==> config.mk <==
export PLATFORM = sky130hd
export DESIGN_NAME = lift_ctrl
export DESIGN_NICKNAME = d
export VERILOG_FILES = /design/src/rtl/lift_pkg.sv /design/src/rtl/lift_pos_decode.sv /design/src/rtl/lift_requests.sv /design/src/rtl/lift_door_timer.sv /design/src/rtl/lift_ctrl.sv
export SDC_FILE = /design/constraint.sdc
export NUM_CORES = 1
export LEC_CHECK = 0
export ABC_AREA = 1
export BUFFER_PORTS_ARGS = -buffer_cell sky130_fd_sc_hd__buf_2
export CAP_MARGIN = 20
export CORE_MARGIN = 2
export CORE_UTILIZATION = 48
export DETAILED_ROUTE_END_ITERATION = 8
export PLACE_DENSITY = 0.77
export RECOVER_POWER = 25
export SYNTH_ARGS = -nofsm -noshare
export SYNTH_HDL_FRONTEND = slang
export SYNTH_SLANG_ARGS = --single-unit
export TNS_END_PERCENT = 1
==> constraint.sdc <==
create_clock -name clk -period 1.3 [get_ports clk]
set_input_delay 0.195 -clock clk [delete_from_list [all_inputs] [get_ports clk]]
set_output_delay 0.195 -clock clk [all_outputs]
set_load 0.005 [all_outputs]
==> src/rtl/lift_pkg.sv <==
package lift_pkg;

  typedef enum logic [1:0] {
    ST_IDLE = 2'd0,
    ST_RUN  = 2'd1,
    ST_DOOR = 2'd2
  } lift_state_e;

  function automatic int idx_width(int n);
    return (n > 1) ? $clog2(n) : 1;
  endfunction

endpackage

==> src/rtl/lift_pos_decode.sv <==
module lift_pos_decode
  import lift_pkg::*;
#(
  parameter int NUM_FLOORS = 4,
  parameter int POS_W      = 8,
  parameter int FLOOR_SPAN = 64
) (
  input  logic [POS_W-1:0]                     pos_raw,
  input  logic                                 clk,
  input  logic                                 rst,
  output logic [idx_width(2*NUM_FLOORS-1)-1:0] pos_code,
  output logic                                 at_floor,
  output logic [idx_width(NUM_FLOORS)-1:0]     floor_idx
);
  localparam int NUM_POS = 2 * NUM_FLOORS - 1;
  localparam int PC_W    = idx_width(NUM_POS);
  localparam int FL_W    = idx_width(NUM_FLOORS);
  localparam int SPAN_SH = $clog2(FLOOR_SPAN);
  localparam logic [POS_W-1:0] TOP_COARSE = POS_W'(NUM_FLOORS - 1);
  localparam logic [PC_W-1:0]  TOP_CODE   = PC_W'(NUM_POS - 1);

  logic [POS_W-1:0]   coarse;
  logic [SPAN_SH-1:0] fine;

  assign coarse = pos_raw >> SPAN_SH;
  assign fine   = pos_raw[SPAN_SH-1:0];

  always_comb begin
    if (coarse >= TOP_COARSE) begin
      pos_code = TOP_CODE;
    end else begin
      pos_code = PC_W'({coarse, 1'b0}) | PC_W'(|fine);
    end
  end

  assign at_floor  = ~pos_code[0];
  assign floor_idx = FL_W'(pos_code >> 1);

  // a landing code is only produced on an exact landing value or above the top
  a_r2_landing_exact: assert property (@(posedge clk) disable iff (rst)
    at_floor |-> ((fine == '0) || (coarse >= TOP_COARSE)));
endmodule

==> src/rtl/lift_requests.sv <==
module lift_requests
  import lift_pkg::*;
#(
  parameter int NUM_FLOORS = 4
) (
  input  logic                              clk,
  input  logic                              rst,
  input  logic [NUM_FLOORS-1:0]             call_in,
  input  logic                              clr_en,
  input  logic [idx_width(NUM_FLOORS)-1:0]  clr_idx,
  input  logic [idx_width(NUM_FLOORS)-1:0]  cur_idx,
  output logic [NUM_FLOORS-1:0]             pend,
  output logic                              here,
  output logic                              above,
  output logic                              below
);
  localparam int FL_W = idx_width(NUM_FLOORS);

  logic [NUM_FLOORS-1:0] clr_mask;
  logic [NUM_FLOORS-1:0] above_v;
  logic [NUM_FLOORS-1:0] below_v;

  assign clr_mask = clr_en ? (NUM_FLOORS'(1) << clr_idx) : '0;

  always_ff @(posedge clk) begin
    if (rst) begin
      pend <= '0;
    end else begin
      pend <= (pend | call_in) & ~clr_mask;
    end
  end

  for (genvar i = 0; i < NUM_FLOORS; i++) begin : g_dir
    assign above_v[i] = pend[i] && (FL_W'(i) > cur_idx);
    assign below_v[i] = pend[i] && (FL_W'(i) < cur_idx);
  end

  assign above = |above_v;
  assign below = |below_v;
  assign here  = pend[cur_idx];

  // a landing served with the door open holds no request afterwards
  a_r9_served_cleared: assert property (@(posedge clk) disable iff (rst)
    clr_en |=> !pend[$past(clr_idx)]);
endmodule

==> src/rtl/lift_door_timer.sv <==
module lift_door_timer #(
  parameter int DOOR_CYCLES = 16
) (
  input  logic clk,
  input  logic rst,
  input  logic run,
  input  logic hold,
  output logic done
);
  localparam int CNT_W = (DOOR_CYCLES > 1) ? $clog2(DOOR_CYCLES) : 1;
  localparam logic [CNT_W-1:0] LAST = CNT_W'(DOOR_CYCLES - 1);

  logic [CNT_W-1:0] cnt;

  always_ff @(posedge clk) begin
    if (rst || !run || hold) begin
      cnt <= '0;
    end else if (cnt != LAST) begin
      cnt <= cnt + CNT_W'(1);
    end
  end

  assign done = run && !hold && (cnt == LAST);

  // the hold input restarts the open time from zero
  a_r10_hold_restarts: assert property (@(posedge clk) disable iff (rst)
    hold |=> (cnt == '0));
  // the count never passes the configured open time
  a_r7_count_bound: assert property (@(posedge clk) disable iff (rst)
    cnt <= LAST);
endmodule

==> src/rtl/lift_ctrl.sv <==
module lift_ctrl
  import lift_pkg::*;
#(
  parameter int NUM_FLOORS  = 4,
  parameter int POS_W       = 8,
  parameter int FLOOR_SPAN  = 64,
  parameter int DOOR_CYCLES = 16
) (
  input  logic                  clk,
  input  logic                  rst,
  input  logic [NUM_FLOORS-1:0] call_hall,
  input  logic [NUM_FLOORS-1:0] call_car,
  input  logic [POS_W-1:0]      pos_sense,
  input  logic                  overload,
  output logic                  motor_up,
  output logic                  motor_run,
  output logic                  door_open,
  output logic [NUM_FLOORS-1:0] floor_lamp,
  output logic                  chime
);
  localparam int NUM_POS = 2 * NUM_FLOORS - 1;
  localparam int PC_W    = idx_width(NUM_POS);
  localparam int FL_W    = idx_width(NUM_FLOORS);

  lift_state_e           state;
  logic                  dir_up;
  logic [PC_W-1:0]       pos_code;
  logic [PC_W-1:0]       pos_q;
  logic                  at_floor;
  logic [FL_W-1:0]       cur_idx;
  logic [FL_W-1:0]       lamp_idx;
  logic [NUM_FLOORS-1:0] pend;
  logic                  here;
  logic                  above;
  logic                  below;
  logic                  door_done;
  logic                  in_door;
  logic                  arrive;
  logic                  keep_going;
  logic                  want_up;
  logic                  want_down;

  assign in_door = (state == ST_DOOR);

  lift_pos_decode #(
    .NUM_FLOORS(NUM_FLOORS), .POS_W(POS_W), .FLOOR_SPAN(FLOOR_SPAN)
  ) u_decode (
    .pos_raw  (pos_sense),
    .clk      (clk),
    .rst      (rst),
    .pos_code (pos_code),
    .at_floor (at_floor),
    .floor_idx(cur_idx)
  );

  lift_requests #(.NUM_FLOORS(NUM_FLOORS)) u_req (
    .clk    (clk),
    .rst    (rst),
    .call_in(call_hall | call_car),
    .clr_en (in_door),
    .clr_idx(cur_idx),
    .cur_idx(cur_idx),
    .pend   (pend),
    .here   (here),
    .above  (above),
    .below  (below)
  );

  lift_door_timer #(.DOOR_CYCLES(DOOR_CYCLES)) u_door (
    .clk (clk),
    .rst (rst),
    .run (in_door),
    .hold(overload),
    .done(door_done)
  );

  // a landing reached straight from a gap counts as an arrival
  assign arrive     = at_floor && pos_q[0];
  assign keep_going = dir_up ? above : below;
  assign want_up    = above && (dir_up || !below);
  assign want_down  = below && (!dir_up || !above);

  always_ff @(posedge clk) begin
    if (rst) begin
      state    <= ST_IDLE;
      dir_up   <= 1'b1;
      pos_q    <= '0;
      lamp_idx <= '0;
    end else begin
      pos_q <= pos_code;
      if (at_floor) begin
        lamp_idx <= cur_idx;
      end
      unique case (state)
        ST_IDLE: begin
          if (!overload) begin
            if (here) begin
              state <= ST_DOOR;
            end else if (want_up) begin
              dir_up <= 1'b1;
              state  <= ST_RUN;
            end else if (want_down) begin
              dir_up <= 1'b0;
              state  <= ST_RUN;
            end
          end
        end
        ST_RUN: begin
          if (arrive) begin
            if (here) begin
              state <= ST_DOOR;
            end else if (!keep_going) begin
              state <= ST_IDLE;
            end
          end
        end
        ST_DOOR: begin
          if (door_done) begin
            state <= ST_IDLE;
          end
        end
        default: state <= ST_IDLE;
      endcase
    end
  end

  assign motor_run = (state == ST_RUN);
  assign motor_up  = dir_up;
  assign door_open = in_door;
  assign chime     = in_door && overload;

  for (genvar k = 0; k < NUM_FLOORS; k++) begin : g_lamp
    assign floor_lamp[k] = (lamp_idx == FL_W'(k));
  end

  // motion only ever starts from the closed, resting state
  a_r7_depart_closed: assert property (@(posedge clk) disable iff (rst)
    (state == ST_RUN && $past(state) != ST_RUN) |-> ($past(state) == ST_IDLE));
  // the door is only open while the sensor reads a landing
  a_r4_door_at_landing: assert property (@(posedge clk) disable iff (rst)
    in_door |-> at_floor);
  // overload with the door open keeps it open
  a_r10_door_held: assert property (@(posedge clk) disable iff (rst)
    (in_door && overload) |=> in_door);
  // overload with the door closed prevents departure
  a_r11_no_depart: assert property (@(posedge clk) disable iff (rst)
    (state == ST_IDLE && overload) |=> (state != ST_RUN));
  // the lamp holds while the car is between landings
  a_r12_lamp_holds: assert property (@(posedge clk) disable iff (rst)
    !at_floor |=> $stable(lamp_idx));
endmodule

==> results.tsv, run 1 <==
metric	value	unit
clock-skew-final	0.00736	ns
total_power	1.13	mW
numPortBuffers	26	
drc_errors	0	
final_nets	168	
utilization	67.0	%
min_period	1.26	ns
die_x	45.1	um
syn_area	812	um^2
r2r-end	state[1]	
initial_core_util	52.7	%
rrSetupSlack	0.14	ns
grt_start_max_net_pins	10	
setup_viol	0	
combinationalPowerShare	25.9	%
peakVddDrop	725	uV
power_leakage	0.504	nW
io_pins	27	
core_area	1540	um^2
p_sw_share	32.2	%
powerDensity	1090	nW/um^2
switchingPower	0.362	mW
cp-end-kind	output pin	
maxSlewViolCount	0	
cts_htree_levels	1	
power_frac_clock	29.5	%
slew_headroom	84.6	%
start_kind	flip-flop	
numClockSinks	14	
worstPathRequired	1.11	ns
worst-endpoint-arrival	1.06	ns
synthesis.instances	117	
cap_violations	0	
row_count	14	
p_seq_share	44.6	%
cts_buffers	3	
area_growth	27.1	%
ff_latch_area	288	um^2
async_flop_share	0	%
fin_crit_sh	96.8	%
worstReg2RegStart	u_door.cnt[0]	
synth_edf_count	0	
drive_gt1_share	39.5	%
ctsLongestPathBuffers	2	
fin_ws	0.0414	ns
grt_pass1_wl	3110	um
cts_hold_buf	0	
final_cell_mix	buf_2 (26), nand2_1 (21), inv_1 (16)	
dieArea	2040	um^2
insertion_delay	0.29	ns
fillCellCount	154	
outcome	finished clean	
ff2ff_path_depth	7	
cp_slowest_cell	dfxtp_2	
seq_area_frac_synth	34.5	%
min_path_type	primary input to flip-flop	
startpoint	state[0]	
num_antenna_cells	0	
ys_warn_count	0	
synth-main-ff-cell	dfxtp_1	
vias	871	
critPathBufInv	2	
crit_chain	inv_1, nor2_2, buf_2	
syn_nets	137	
gp_congestion	0.825	
drt-initial-drc-count	13	
hold_viol	0	
grt_antenna_before_repair	0	
worst_slew_pin_slew	0.229	ns
dieHeight	45.1	um
overflow	0	
drt_pass1_iterations	4	
ys_types	24	
cp.depth	3	
maxClockFrequency	0.795	GHz
cts_root_buf	clkbuf_4	
antenna_left	0	
path_class	flip-flop to output pin	
grt_pass1_vias	761	
clk_pin_slew_worst_paths	0.10	ns
place_hpwl	1410	um
endpoint	motor_run	
wirelength	1860	um
tritoncts	done	
syn-mean-instance-area	6.94	um^2
synth-seq-cells	14	
place_ws	0.0167	ns
p_int	0.764	mW
routedWlPerCell	11.4	um
cp_max_fo	5	
vias_per_cell	5.34	
multi_input_area	483	um^2
grt_use_total	21.6	%
critPathMaxStageDelay	0.40	ns
cp_top_family	flip-flops	
final_common_cell	buf_2	
-- power groups by stage --
stage,registers [mW],clock network (mW),logic [mW]
global placement,0.506,0,0.270
finish,0.502,0.333,0.291
global route,0.507,0.342,0.331
CTS,0.499,0.336,0.279
detailed placement,0.507,0,0.278
floorplan,0.500,0,0.192
-- state kept, by name, indices dropped and copies added, names as in the netlist --
name,flops
pos_q,1
state,2
lamp_idx,2
u_req.pend,4
u_door.cnt,4
motor_up,1
-- per-layer routing --
layer / wire, um / vias up / track usage [%]
met5: 0 / - / 0
met4: 45 / 0 / 12.4
met3: 114 / 5 / 4.80
met2: 826 / 25 / 33.4
met1: 878 / 399 / 27.5
li1: - / 442 / -
-- what timing repair did --
| item | 4_1_cts | 5_1_grt |
|---|---|---|
| pin swaps | 0 | 1 |
| setup endpoints to repair | 4 | 6 |
| gates resized for setup | 2 | 8 |
| setup buffers | 0 | 1 |
-- worst min path at each step --
stage                   from            end  slack, ns  cells past startpoint
5_1_grt                  rst       state[1]       0.20                      2
4_1_cts                  rst       state[1]       0.18                      2
6_report                 rst       state[1]       0.18                      2
3_3_place_gp   u_door.cnt[3]  u_door.cnt[3]       0.48                      2
2_1_floorplan   pos_sense[7]  u_req.pend[2]       0.32                      1
3_5_place_dp   u_door.cnt[3]  u_door.cnt[3]       0.48                      2
-- cells in the mapped netlist (2+ instances only) --
| cell type | instances | area [um^2] |
|---|---|---|
| a211oi_1 | 3 | 22.5 |
| a21oi_1 | 10 | 50.1 |
| a311oi_1 | 2 | 17.5 |
| dfxtp_1 | 14 | 280 |
| inv_1 | 16 | 60.1 |
| inv_2 | 2 | 7.51 |
| nand2_1 | 21 | 78.8 |
| nand2_2 | 4 | 25.0 |
| nand3_1 | 6 | 30.0 |
| nand3_2 | 3 | 30.0 |
| nor2_1 | 11 | 41.3 |
| nor2_2 | 5 | 31.3 |
| nor2_4 | 2 | 22.5 |
| nor3_1 | 6 | 30.0 |
| o21ai_0 | 3 | 15.0 |
-- metrics by stage --
| stage | instance area [um^2] | setup TNS, ns | hold slack, ns | std cells |
|---|---|---|---|---|
| 2_1_floorplan | 812 | 0 | 0.315 | 117 |
| 3_3_place_gp | 957 | 0 | 0.476 | 158 |
| 3_5_place_dp | 957 | 0 | 0.484 | 158 |
| 4_1_cts | 996 | 0 | 0.178 | 162 |
| 5_1_grt | 1030 | -0.00459 | 0.201 | 163 |
| 6_report | 1030 | 0 | 0.176 | 163 |
-- logic make-up after synthesis --
| family | Yosys count | synth area share (%) |
|---|---|---|
| simple gates | 60 | 37.1 |
| flops | 14 | 34.5 |
| fa+ha+maj | 1 | 1.54 |
| compound gates | 22 | 16.8 |
| buf+inv | 19 | 8.94 |
| xor+xnor | 1 | 1.08 |
-- cell type report --
class	count	share of cell area, %
Tap cell	16	1.94
Inverter	18	6.55
Multi-Input combinational cell	84	46.8
Sequential cell	14	27.9
Timing Repair Buffer	27	13.3
Clock buffer	4	3.52
Power figures use the tool's default switching activity.
==> run 2: changes to the inputs <==
CORE_ASPECT_RATIO = 0.7   (was not set)
CORE_UTILIZATION = 25   (was 48)
PLACE_DENSITY = not set   (was 0.77)
SLEW_MARGIN = 10   (was not set)
==> run 2 against run 1 <==
Global-route usage down 11 points. Combinational power up 4%. Count of clock-buffer cells in the layout down 1. Cell area up 3.2%. Critical path type unchanged. Largest power group unchanged.
==> results.tsv, run 2 (synthesized netlist as in run 1, its figures left out) <==
metric	value	unit	change
outcome	finished clean		
tritoncts	done		
gp_congestion	0.791		-4.2%
cts_buffers	3		unchanged
grt_start_max_net_pins	10		unchanged
cp_slowest_cell	dfxtp_1		
core_area	3130	um^2	+100%
worstPathRequired	1.11	ns	about the same
routedWlPerCell	10.2	um	-11%
vias_per_cell	4.49		-16%
num_antenna_cells	0		unchanged
worst_slew_pin_slew	0.234	ns	+0.00497 ns
cap_violations	0		unchanged
path_class	flip-flop to output pin		
clock-skew-final	0.00584	ns	-0.00152 ns
insertion_delay	0.24	ns	-0.05 ns
worstReg2RegStart	u_door.cnt[1]		
clk_pin_slew_worst_paths	0.06	ns	-0.04 ns
antenna_left	0		unchanged
final_cell_mix	buf_2 (26), nand2_1 (21), inv_1 (16)		
dieHeight	51.7	um	+15%
final_nets	170		+1.2%
crit_chain	buf_4, nor2_4, buf_6, buf_2		
overflow	0		unchanged
min_path_type	primary input to flip-flop		
maxClockFrequency	0.789	GHz	-0.73%
cp_top_family	buffers and inverters		
place_hpwl	1490	um	+5.6%
setup_viol	0		unchanged
worst-endpoint-arrival	1.07	ns	about the same
cts_htree_levels	1		unchanged
critPathMaxStageDelay	0.31	ns	-0.09 ns
final_common_cell	buf_2		
wirelength	1890	um	+1.3%
fin_crit_sh	97.5	%	+0.71 points
stdcell_area	1060	um^2	+3.2%
hold_viol	0		unchanged
cp_max_fo	5		unchanged
drc_errors	0		unchanged
vias	836		-4.0%
critPathBufInv	3		+1
grt_pass1_vias	699		-8.1%
top_regs	u_door.cnt x4, u_req.pend x4		
grt_setup_unrepaired	true		
row_count	17		+3
place_ws	0.0600	ns	+0.0434 ns
ctsLongestPathBuffers	2		unchanged
rrSetupSlack	0.10	ns	-0.04 ns
placed_area	1010	um^2	+5.2%
postCtsSetupBuffers	0		unchanged
drt-initial-drc-count	72		+59
cts_hold_buf	0		unchanged
min_period	1.27	ns	+0.00925 ns
maxSlewViolCount	0		unchanged
area_growth	31.1	%	
powerDensity	1080	nW/um^2	-1.4%
drive_gt1_share	37.2	%	-2.3 points
io_pins	27		unchanged
initial_core_util	26.0	%	-27 points
cts_root_buf	clkbuf_8		
power_leakage	0.520	nW	+3.1%
numPortBuffers	26		unchanged
startpoint	state[0]		
die_x	72.1	um	+60%
slew_headroom	84.3	%	-0.23 points
start_kind	flip-flop		
cp-end-kind	output pin		
dieArea	3730	um^2	+83%
fin_ws	0.0322	ns	-0.00925 ns
hold_start	rst		
peakVddDrop	367	uV	-49%
grt_use_total	10.4	%	-11 points
numClockSinks	14		unchanged
grt_antenna_before_repair	0		unchanged
drt_pass1_iterations	5		+1
grt_pass1_wl	2960	um	-4.7%
-- run 2: area by class of cell --
class	count	area [um^2]
inverters	18	67.6
fillers	347	2060
flip-flops and latches	14	283
clock buffers	3	41.3
multi-input cells	84	469
repair buffers	29	156
well taps	38	47.5
-- run 2: worst paths after layout --
| path | end | depth (start not counted) |
|---|---|---|
| min reg2reg | u_door.cnt[0] | 2 |
| min | state[1] | 2 |
| max | door_open | 4 |
| max reg2reg | state[1] | 7 |
-- run 2: layer usage --
metal | vias to the layer above | routed length [um] | share of wire, % | track usage, %
li1 | 445 | - | - | -
met1 | 354 | 942 | 50 | 13.7
met2 | 35 | 731 | 39 | 15.1
met3 | 2 | 191 | 10 | 4.26
met4 | 0 | 23 | 1.2 | 3.77
met5 | - | 0 | 0 | 0
-- run 2: metrics by stage --
| stage | setup TNS (ns) | power, mW | hold slack [ns] | std cells | util [%] |
|---|---|---|---|---|---|
| after CTS | 0 | 1.15 | 0.224 | 186 | 33.6 |
| final | 0 | 1.15 | 0.235 | 186 | 34.1 |
| after global routing | -0.00476 | 1.22 | 0.235 | 186 | 34.1 |
| after floorplan | 0 | 0.693 | 0.315 | 117 | - |
| after detailed placement | 0 | 0.799 | 0.484 | 183 | 32.2 |
| after global placement | 0 | 0.802 | 0.482 | 183 | 32.2 |
-- run 2: worst reg2reg max path: stages, from the launching register on --
cell and delay (ns):
dfxtp_1 0.36, ha_1 0.20, nand3_2 0.12, nand2_1 0.08
a21oi_1 0.07, nor2_2 0.11, nand3_2 0.08, a21oi_2 0.11
-- run 2: where the power goes --
part	internal (mW)	switching [mW]
clock	0.204	0.142
combinational	0.134	0.170
sequential	0.464	0.0309
total	0.803	0.343
-- run 2: repair_timing --
action	4_1_cts	5_1_grt
resized for setup	1	4
hold endpoints to repair	0	0
endpoints found under the setup margin	1	4
